**src/rtl/sram_ctrl_pkg.sv**
```systemverilog
package sram_ctrl_pkg;
  typedef enum logic [1:0] {ST_IDLE, ST_WR, ST_RD} seq_state_e;

  function automatic int cdiv(input int num, input int den);
    return (num + den - 1) / den;
  endfunction

  function automatic int imax(input int a, input int b);
    return (a > b) ? a : b;
  endfunction
endpackage

```
**src/rtl/sram_pwr_timer.sv**
```systemverilog
module sram_pwr_timer #(
  parameter int PWR_CYC = 100000
) (
  input  logic clk_i,
  input  logic rst_ni,
  output logic done_o
);
  localparam int PW = $clog2(PWR_CYC + 2);
  logic [PW-1:0] cnt_q;

  assign done_o = (cnt_q == PW'(PWR_CYC));

  always_ff @(posedge clk_i or negedge rst_ni) begin
    if (!rst_ni)      cnt_q <= '0;
    else if (!done_o) cnt_q <= cnt_q + 1'b1;
  end

  p_done_sticky_r1: assert property (@(posedge clk_i) disable iff (!rst_ni)
    done_o |=> done_o);
endmodule

```
**src/rtl/sram_seq.sv**
```systemverilog
module sram_seq
  import sram_ctrl_pkg::*;
#(
  parameter int AW         = 20,
  parameter int DW         = 16,
  parameter int LANES      = DW / 8,
  parameter int WR_LEN     = 2,
  parameter int RD_LEN     = 1,
  parameter int DRV_START  = 1,
  parameter bit OE_LOW_WR  = 1'b0
) (
  input  logic             clk_i,
  input  logic             rst_ni,
  input  logic             pwr_done_i,
  input  logic             req_i,
  input  logic             we_i,
  input  logic [AW-1:0]    addr_i,
  input  logic [DW-1:0]    wdata_i,
  input  logic [LANES-1:0] mask_i,
  output logic             ready_o,
  output logic             cap_o,
  output logic [LANES-1:0] mask_q_o,
  output logic             ce_no,
  output logic             we_no,
  output logic             oe_no,
  output logic [LANES-1:0] be_no,
  output logic [AW-1:0]    addr_o,
  output logic [DW-1:0]    dq_o,
  output logic             dq_oe_o
);
  localparam int CW = $clog2(imax(WR_LEN, RD_LEN) + 1);

  seq_state_e       state_q;
  logic [CW-1:0]    cnt_q;
  logic [AW-1:0]    addr_q;
  logic [DW-1:0]    wdata_q;
  logic [LANES-1:0] mask_q;
  logic             wr_last, rd_last;

  assign ready_o = (state_q == ST_IDLE) && pwr_done_i;
  assign wr_last = (state_q == ST_WR) && (cnt_q == CW'(WR_LEN - 1));
  assign rd_last = (state_q == ST_RD) && (cnt_q == CW'(RD_LEN - 1));
  assign cap_o   = rd_last;

  always_ff @(posedge clk_i or negedge rst_ni) begin
    if (!rst_ni) begin
      state_q <= ST_IDLE;
      cnt_q   <= '0;
      addr_q  <= '0;
      wdata_q <= '0;
      mask_q  <= '0;
    end else begin
      case (state_q)
        ST_IDLE: if (req_i && ready_o) begin
          state_q <= we_i ? ST_WR : ST_RD;
          cnt_q   <= '0;
          addr_q  <= addr_i;
          wdata_q <= wdata_i;
          mask_q  <= mask_i;
        end
        ST_WR: if (wr_last) state_q <= ST_IDLE;
               else         cnt_q   <= cnt_q + 1'b1;
        ST_RD: if (rd_last) state_q <= ST_IDLE;
               else         cnt_q   <= cnt_q + 1'b1;
        default: state_q <= ST_IDLE;
      endcase
    end
  end

  assign ce_no    = (state_q == ST_IDLE);
  assign we_no    = (state_q != ST_WR);
  assign oe_no    = !((state_q == ST_RD) || (OE_LOW_WR && (state_q == ST_WR)));
  assign addr_o   = addr_q;
  assign dq_o     = wdata_q;
  assign dq_oe_o  = (state_q == ST_WR) && (cnt_q >= CW'(DRV_START));
  assign mask_q_o = mask_q;

  for (genvar l = 0; l < LANES; l++) begin : g_be
    assign be_no[l] = (state_q == ST_IDLE) || !mask_q[l];
  end

  p_no_early_access_r1: assert property (@(posedge clk_i) disable iff (!rst_ni)
    !pwr_done_i |-> ce_no);
  p_busy_after_accept_r2: assert property (@(posedge clk_i) disable iff (!rst_ni)
    (req_i && ready_o) |=> !ready_o);
  p_we_inside_ce_r3: assert property (@(posedge clk_i) disable iff (!rst_ni)
    !we_no |-> !ce_no);
  p_drive_in_write_r5: assert property (@(posedge clk_i) disable iff (!rst_ni)
    dq_oe_o |-> (!we_no && !ce_no));
  p_drive_until_end_r5: assert property (@(posedge clk_i) disable iff (!rst_ni)
    (dq_oe_o && !wr_last) |=> dq_oe_o);
  p_standby_r8: assert property (@(posedge clk_i) disable iff (!rst_ni)
    ready_o |-> (ce_no && we_no && oe_no && !dq_oe_o));
endmodule

```
**src/rtl/sram_rd_capture.sv**
```systemverilog
module sram_rd_capture #(
  parameter int DW    = 16,
  parameter int LANES = DW / 8
) (
  input  logic             clk_i,
  input  logic             rst_ni,
  input  logic             cap_i,
  input  logic [LANES-1:0] mask_i,
  input  logic [DW-1:0]    dq_i,
  output logic [DW-1:0]    rdata_o,
  output logic             rvalid_o
);
  logic [DW-1:0] lane_mask;

  for (genvar l = 0; l < LANES; l++) begin : g_lane
    assign lane_mask[l*8 +: 8] = {8{mask_i[l]}};
  end

  always_ff @(posedge clk_i or negedge rst_ni) begin
    if (!rst_ni) begin
      rdata_o  <= '0;
      rvalid_o <= 1'b0;
    end else begin
      rvalid_o <= cap_i;
      if (cap_i) rdata_o <= dq_i & lane_mask;
    end
  end

  p_rvalid_single_r6: assert property (@(posedge clk_i) disable iff (!rst_ni)
    rvalid_o |=> !rvalid_o);
  p_rdata_hold_r6: assert property (@(posedge clk_i) disable iff (!rst_ni)
    !cap_i |=> $stable(rdata_o));
endmodule

```
**src/rtl/sram_ctrl.sv**
```systemverilog
module sram_ctrl
  import sram_ctrl_pkg::*;
#(
  parameter int CLK_PERIOD_PS = 10000,
  parameter int T_PWRUP_PS    = 1000000000,
  parameter int T_WC_PS       = 10000,
  parameter int T_PWE_PS      = 7000,
  parameter int T_AW_PS       = 7000,
  parameter int T_SD_PS       = 5500,
  parameter int T_HZWE_PS     = 5000,
  parameter int T_HZOE_PS     = 5000,
  parameter int T_AA_PS       = 10000,
  parameter int T_DOE_PS      = 5000,
  parameter int T_RC_PS       = 10000,
  parameter bit OE_LOW_WR     = 1'b0,
  parameter int AW            = 20,
  parameter int DW            = 16
) (
  input  logic          clk_i,
  input  logic          rst_ni,
  input  logic          req_i,
  input  logic          we_i,
  input  logic [AW-1:0] addr_i,
  input  logic [DW-1:0] wdata_i,
  input  logic [1:0]    mask_i,
  output logic          ready_o,
  output logic          rvalid_o,
  output logic [DW-1:0] rdata_o,
  output logic          sram_ce_no,
  output logic          sram_we_no,
  output logic          sram_oe_no,
  output logic          sram_lb_no,
  output logic          sram_ub_no,
  output logic [AW-1:0] sram_addr_o,
  output logic [DW-1:0] sram_dq_o,
  output logic          sram_dq_oe_o,
  input  logic [DW-1:0] sram_dq_i
);
  localparam int LANES     = DW / 8;
  localparam int PWR_CYC   = cdiv(T_PWRUP_PS, CLK_PERIOD_PS);
  localparam int DRV_START = OE_LOW_WR ? cdiv(T_HZWE_PS, CLK_PERIOD_PS)
                                       : cdiv(T_HZOE_PS, CLK_PERIOD_PS);
  localparam int WR_LEN    = imax(imax(cdiv(T_WC_PS, CLK_PERIOD_PS), cdiv(T_PWE_PS, CLK_PERIOD_PS)),
                                  imax(cdiv(T_AW_PS, CLK_PERIOD_PS),
                                       DRV_START + cdiv(T_SD_PS, CLK_PERIOD_PS)));
  localparam int RD_LEN    = imax(imax(cdiv(T_AA_PS, CLK_PERIOD_PS), cdiv(T_DOE_PS, CLK_PERIOD_PS)),
                                  imax(cdiv(T_RC_PS, CLK_PERIOD_PS), 1));

  logic             pwr_done, cap;
  logic [LANES-1:0] mask_q, be_n;

  sram_pwr_timer #(.PWR_CYC(PWR_CYC)) u_pwr (
    .clk_i, .rst_ni, .done_o(pwr_done)
  );

  sram_seq #(
    .AW(AW), .DW(DW), .LANES(LANES), .WR_LEN(WR_LEN), .RD_LEN(RD_LEN),
    .DRV_START(DRV_START), .OE_LOW_WR(OE_LOW_WR)
  ) u_seq (
    .clk_i, .rst_ni, .pwr_done_i(pwr_done), .req_i, .we_i, .addr_i, .wdata_i,
    .mask_i(mask_i[LANES-1:0]), .ready_o, .cap_o(cap), .mask_q_o(mask_q),
    .ce_no(sram_ce_no), .we_no(sram_we_no), .oe_no(sram_oe_no), .be_no(be_n),
    .addr_o(sram_addr_o), .dq_o(sram_dq_o), .dq_oe_o(sram_dq_oe_o)
  );

  sram_rd_capture #(.DW(DW), .LANES(LANES)) u_cap (
    .clk_i, .rst_ni, .cap_i(cap), .mask_i(mask_q), .dq_i(sram_dq_i),
    .rdata_o, .rvalid_o
  );

  assign sram_lb_no = be_n[0];
  assign sram_ub_no = be_n[LANES-1];
endmodule

```
**config.mk**
```make
export PLATFORM = sky130hd
export DESIGN_NAME = sram_ctrl
export DESIGN_NICKNAME = d
export VERILOG_FILES = /design/src/rtl/sram_ctrl_pkg.sv /design/src/rtl/sram_pwr_timer.sv /design/src/rtl/sram_seq.sv /design/src/rtl/sram_rd_capture.sv /design/src/rtl/sram_ctrl.sv
export SDC_FILE = /design/constraint.sdc
export NUM_CORES = 1
export LEC_CHECK = 0
export CAP_MARGIN = 30
export CORE_AREA = 2 2 97 80
export DETAILED_ROUTE_END_ITERATION = 8
export DIE_AREA = 0 0 99 82
export HOLD_SLACK_MARGIN = 0.02
export PLACE_DENSITY = 0.84
export SYNTH_ARGS = -nofsm -noshare
export SYNTH_HDL_FRONTEND = slang
export SYNTH_SLANG_ARGS = --single-unit
export TNS_END_PERCENT = 50
```
**constraint.sdc**
```tcl
create_clock -name clk_i -period 6.6 [get_ports clk_i]
set_input_delay 1.98 -clock clk_i [delete_from_list [all_inputs] [get_ports clk_i]]
set_output_delay 1.98 -clock clk_i [all_outputs]
set_load 0.05 [all_outputs]
```
=== Yosys cells after proc, flatten, opt, wreduce, memory -nomap -nowiden ===
Cells that the tools add are included.

* Add/sub/neg operators: 2
* Magnitude comparators: 1
* Equality and inequality tests: 10
* Multiplexer cells: 9
* Bitwise logic cells: 1
* Reduce and logical (&&, ||, !) cells: 16

{| class="wikitable"
|+ Operators by type and width
! operator !! count
|-
| 17-bit by 1-bit adder with 17-bit output (second input constant) || 1
|-
| 17-bit == test (second input constant) || 1
|-
| 16-bit bitwise AND || 1
|-
| 2-bit two-way mux || 7
|-
| 2-bit case mux with 3 select lines || 2
|-
| 2-bit by 1-bit != test with 1-bit output (second input constant) || 4
|-
| 1-bit logical AND || 5
|-
| 2-bit by 1-bit == test with 1-bit output (second input constant) || 2
|-
| 2-bit logical NOT || 2
|-
| 2-bit != test (second input constant) || 2
|-
| 4-bit AND reduction || 1
|-
| 1-bit logical NOT || 3
|-
| 3-bit AND reduction || 1
|-
| 3-bit nonzero test || 1
|-
| 2-bit by 1-bit adder with 2-bit output (second input constant) || 1
|-
| 2-bit == test (second input constant) || 1
|-
| 2-bit by 1-bit >= comparator with 1-bit output (second input constant) || 1
|-
| 1-bit logical OR || 2
|-
| 2-bit AND reduction || 1
|}

* Bits in registers: 76
* Bits of input ports: 58
* Output and inout bits: 60
* Word-level logic and storage cells: 47

=== Depth between registers and ports, before layout ===
* Word-level depth: 5
* Gate-level depth with buffers: 8
* Mapped depth without buffers: 6

=== By module ===
A second synthesis with hierarchy kept.

* Cells, all modules: 258
* Area total of the unflattened synthesis: 3226.8 um2

{| class="wikitable"
|+ By module, submodules not included
! module !! times used !! cells an instance !! area each (um2) !! sequential area each (um2)
|-
| sram_seq || 1 || 119 || 1747.9 || 1051.0
|-
| sram_pwr_timer || 1 || 69 || 805.8 || 425.4
|-
| sram_rd_capture || 1 || 70 || 673.1 || 425.4
|}

=== Worst setup path before layout ===
OpenSTA, ideal clock, no wires.

* Path type: register to output
* Start: reg u_pwr.cnt_q[0]
* End: out ready_o
* Data arrival time: 1.832 ns
* Data required time: 4.620 ns
* Slack: 2.788 ns
* Stages on the path, launching flop included: 6
* Path buffers: 0
* Cells stage by stage: dfrtp_1 > inv_1 > ha_1 > or4b_1 > nor4_2 > and2_1

* Longest elaborated chain between the ends: 2

{| class="wikitable"
|+ Ends and longest elaborated chain
! element !! RTL line !! text
|-
| from (decl) || sram_pwr_timer.sv:9 || <nowiki>logic [PW-1:0] cnt_q;</nowiki>
|-
| from (signal assigned) || sram_pwr_timer.sv:15 || <nowiki>else if (!done_o) cnt_q <= cnt_q + 1'b1;</nowiki>
|-
| 17-bit == test || sram_pwr_timer.sv:11 || <nowiki>assign done_o = (cnt_q == PW'(PWR_CYC));</nowiki>
|-
| 1-bit logical AND || sram_seq.sv:40 || <nowiki>assign ready_o = (state_q == ST_IDLE) && pwr_done_i;</nowiki>
|-
| to (decl) || sram_ctrl.sv:26 || <nowiki>output logic ready_o,</nowiki>
|}

Every way passes these cells.

=== Worst setup path in the final report ===
Ends and elaborated chain as after synthesis.

==> impl_results.md <==
* Switching power at 0.235 mW
* Post-synthesis to final-layout area growth at 41.6%
* Signal arrival time at the worst endpoint at between 2 and 3 ns
* Clk buf depth at 2
* Total global routing overflow at 0
* Number of levels the H-tree was split into at 3
* Setup clock skew after layout at roughly 0.0079 ns
* Number of violations reported at the end of detailed-routing iteration 0 at 86
* Number of top-level pins at roughly 120
* Port Buf Inserts at around 120
* Number of diodes at 0
* Max Cap Viol at 0
* Total vias in the final route at between 2000 and 2500
* Final Hold Violating Endpoints at 0
* Ratio of cells with drive above 1 in the final layout at 0.161
* Maximum clock frequency at roughly 210 MHz
* Syn Std Cell Area at about 3400 sq um
* Wire per inst at about 15 microns
* Element type at the critical path start: flip-flop
* Switching share of power at 0.246
* Count of state elements after synthesis at 76
* Final antenna-violating net count at 0
* Leading area contributor after synthesis: dfrtp_1
* Core Footprint at 7180 sq um
* Final weighted congestion in routability-driven placement at 0.846
* Unrepaired setup endpoints after global routing: no
* Synthesized instance count at 272
* Global-route usage over all layers at 0.188
* Clock tree sinks at 76
* Initial standard-cell utilization of the core at 0.479
* Leakage power at between 2 and 2.5 nW
* Number of setup violations in the final report at 0
* Number of distinct library cells after synthesis at 37
* Class of the tightest hold or removal check: reg -> reg
* Comb pwr share at 0.132
* Clock latency on the worst-skew pair at between 0.3 and 0.4 ns
* Hold-fix buffers, CTS at 0
* Buffers inserted during post-CTS setup optimization at 0
* Slew at the pin closest to its max-slew limit at about 0.86 ns
* Final-layout worst hold slack at between 0.4 and 0.5 ns
* Number of core rows at 28
* Synth top area share at 0.553
* Global-route wire length before repair at ~12 mm
* Clock transition at the registers of the reported paths at 0.08 ns
* Floorplan die width at between 90 and 100 microns
* Clock tree from TritonCTS: built
* Fraction of power consumed by the clock network at 0.361
* Int Pwr at ~0.72 mW
* Root Buffer: clkbuf_8
* Total clock buffers created by CTS at 9
* Most area-consuming cells after synthesis: dfrtp_1 (55%), mux2_4 (8.7%), mux2_2 (5.9%)
* Critical path class: reg -> out
* Average cell area after synthesis at between 10 and 15 sq um
* FFs w/ async S/R, synth at 1.00
* Proportion of synthesized chip area in sequential cells at 0.553
* Slew Limit Headroom at 0.428
* Number of antenna violations at the first check in global routing at 0
* Number of global-route vias before repair at about 2500
* Sum of negative setup slack at 0 ns
* Run status: complete, no violations
* Total wire length after detailed routing at approximately 7.2 mm
* Maximum number of pins on one net before global-route repair at between 70 and 80
* Post-CTS sizing at 0
* Worst Setup End Kind: output port
* Fillcell total at 544
* Time the worst path needs with I/O delays and setup at approximately 4.8 ns
* Net count reported at finish at 460
* Count of unresolved DRC violations after routing at 0
* Register share of total power at 0.508
* Net count of the mapped netlist at around 340
* Share of the cycle needed by the critical path after routing at 0.723
* Sum of net half-perimeters after detailed placement at approximately 5.3 mm
* Router iterations before antenna repair at 4
* Power Density at 196 nW/um^2
* Required time of the critical path at ~4.6 ns
* Routed via count divided by cell count at around 5.0
* Count of flip-flops with a built-in enable after synthesis at 0
* Most used DFF post-synth: dfrtp_1
* Maximum fanout along the worst path at 5
* Number of pins with negative max-slew slack in the final report at 0
* Synth Warn # at 0
* Die height at just over 80 microns
* DIE AREA at just over 8000 sq um
* VDD IR max at ~0.13 mV
-- synthesized netlist by cell type (5+ instances only) --
| cell | n |
|---|---|
| nor2_1 | 5 |
| xnor2_1 | 11 |
| clkbuf_1 | 5 |
| mux2_4 | 20 |
| mux2_2 | 18 |
| ha_1 | 9 |
| dfrtp_1 | 76 |
| inv_1 | 13 |
| nand2_1 | 43 |
| nand3_1 | 9 |
| o21ai_0 | 18 |
| nand4_1 | 8 |
-- through the flow --
step,util,power (mW),setup WS [ns],instance area (sq um),std cells
after detailed placement,0.647,0.619,2.17,4650,471
after CTS,0.674,0.967,1.79,4840,486
final,0.678,0.955,1.83,4870,487
after global routing,0.678,0.999,1.68,4870,487
after floorplan,-,0.549,2.79,3440,272
after global placement,0.647,0.617,2.22,4650,471
-- routing by layer --
layer	share of wire	up-vias	GRT usage
met2	0.49	81	0.318
met4	0.012	0	0.0575
li1	-	1187	-
met1	0.43	1170	0.235
met3	0.067	10	0.0596
met5	0	-	0
-- power by group through the flow --
stage               logic [mW]  registers [mW]  clock network, mW
finish                   0.126           0.485              0.345
global route             0.133           0.487              0.379
CTS                      0.125           0.485              0.356
detailed placement       0.125           0.494                  0
global placement         0.124           0.493                  0
floorplan               0.0172           0.532                  0
-- placed cells by master, fill, tap and decap left out, drive strengths merged --
cell type and instances:
o221a 2, nor4b 2, o21ai 18, nor2 5, clkinvlp 1, nand4b 1
inv 13, xnor2 11, o22a 1, and4bb 1, nand3 9, buf 3
or4b 1, mux2 38, and2 1, o211ai 3, ha 9, a211o 2
dfrtp 76, or4 1, nand4 9, or4bb 1, nand2 43, xor2 4
clkinv 3, clkdlybuf4s50 116, and3 2, and4b 1, o22ai 1, nor4 1
a211oi 1, bufinv 1, nor3 3, and4 2, a221oi 1, clkbuf 10
-- critical path, cell delays in order, from the launching register on --
cell,delay [ns]
dfrtp_1,0.44
inv_1,0.08
ha_1,0.16
or4b_1,0.45
nor4_2,0.36
and2_1,0.17
clkdlybuf4s50_1,0.79
-- logic make-up after synthesis --
group	after synthesis	share of synthesized area
and+or+nand+nor	83	0.139
DFF	76	0.553
muxes	38	0.146
AOI/OAI and AO/OA	29	0.0535
buffers and inverters	22	0.0368
xor gates and xnor gates	15	0.0382
adders and majority gates	9	0.0328
-- worst paths after layout --
| check | from | endpoint | slack (ns) | cells after the start |
|---|---|---|---|---|
| setup / recovery | u_pwr.cnt_q[0] | ready_o | 1.83 | 6 |
| hold / removal | u_cap.rdata_o[2] | u_cap.rdata_o[2] | 0.48 | 2 |
| setup reg to reg | u_pwr.cnt_q[0] | u_seq.addr_o[1] | 3.87 | 7 |
| hold reg to reg | u_cap.rdata_o[2] | u_cap.rdata_o[2] | 0.48 | 2 |
| max in group asynchronous | rst_ni | u_seq.addr_o[10] | 4.64 | 2 |
| min in group asynchronous | rst_ni | u_pwr.cnt_q[0] | 1.63 | 2 |
-- state kept, by name (all words and copies together), names as in the netlist --
signal and flops:
u_seq.cnt_q 2, u_cap.rdata_o 16, u_seq.addr_o 20, u_pwr.cnt_q 17, u_seq.dq_o 16, u_cap.rvalid_o 1
u_seq.mask_q_o 2, u_seq.state_q 2
-- cell type report --
cell class / instances / area, sq um / area share
multi-input combinational: 174 / 1410 / 0.290
clock buffer: 10 / 138 / 0.0283
clock inverter: 5 / 52.6 / 0.0108
inverter: 13 / 48.8 / 0.0100
tap: 90 / 113 / 0.0231
sequential: 76 / 1900 / 0.391
timing repair buffer: 119 / 1200 / 0.247
Note: power is estimated with default switching activity, not from simulation.
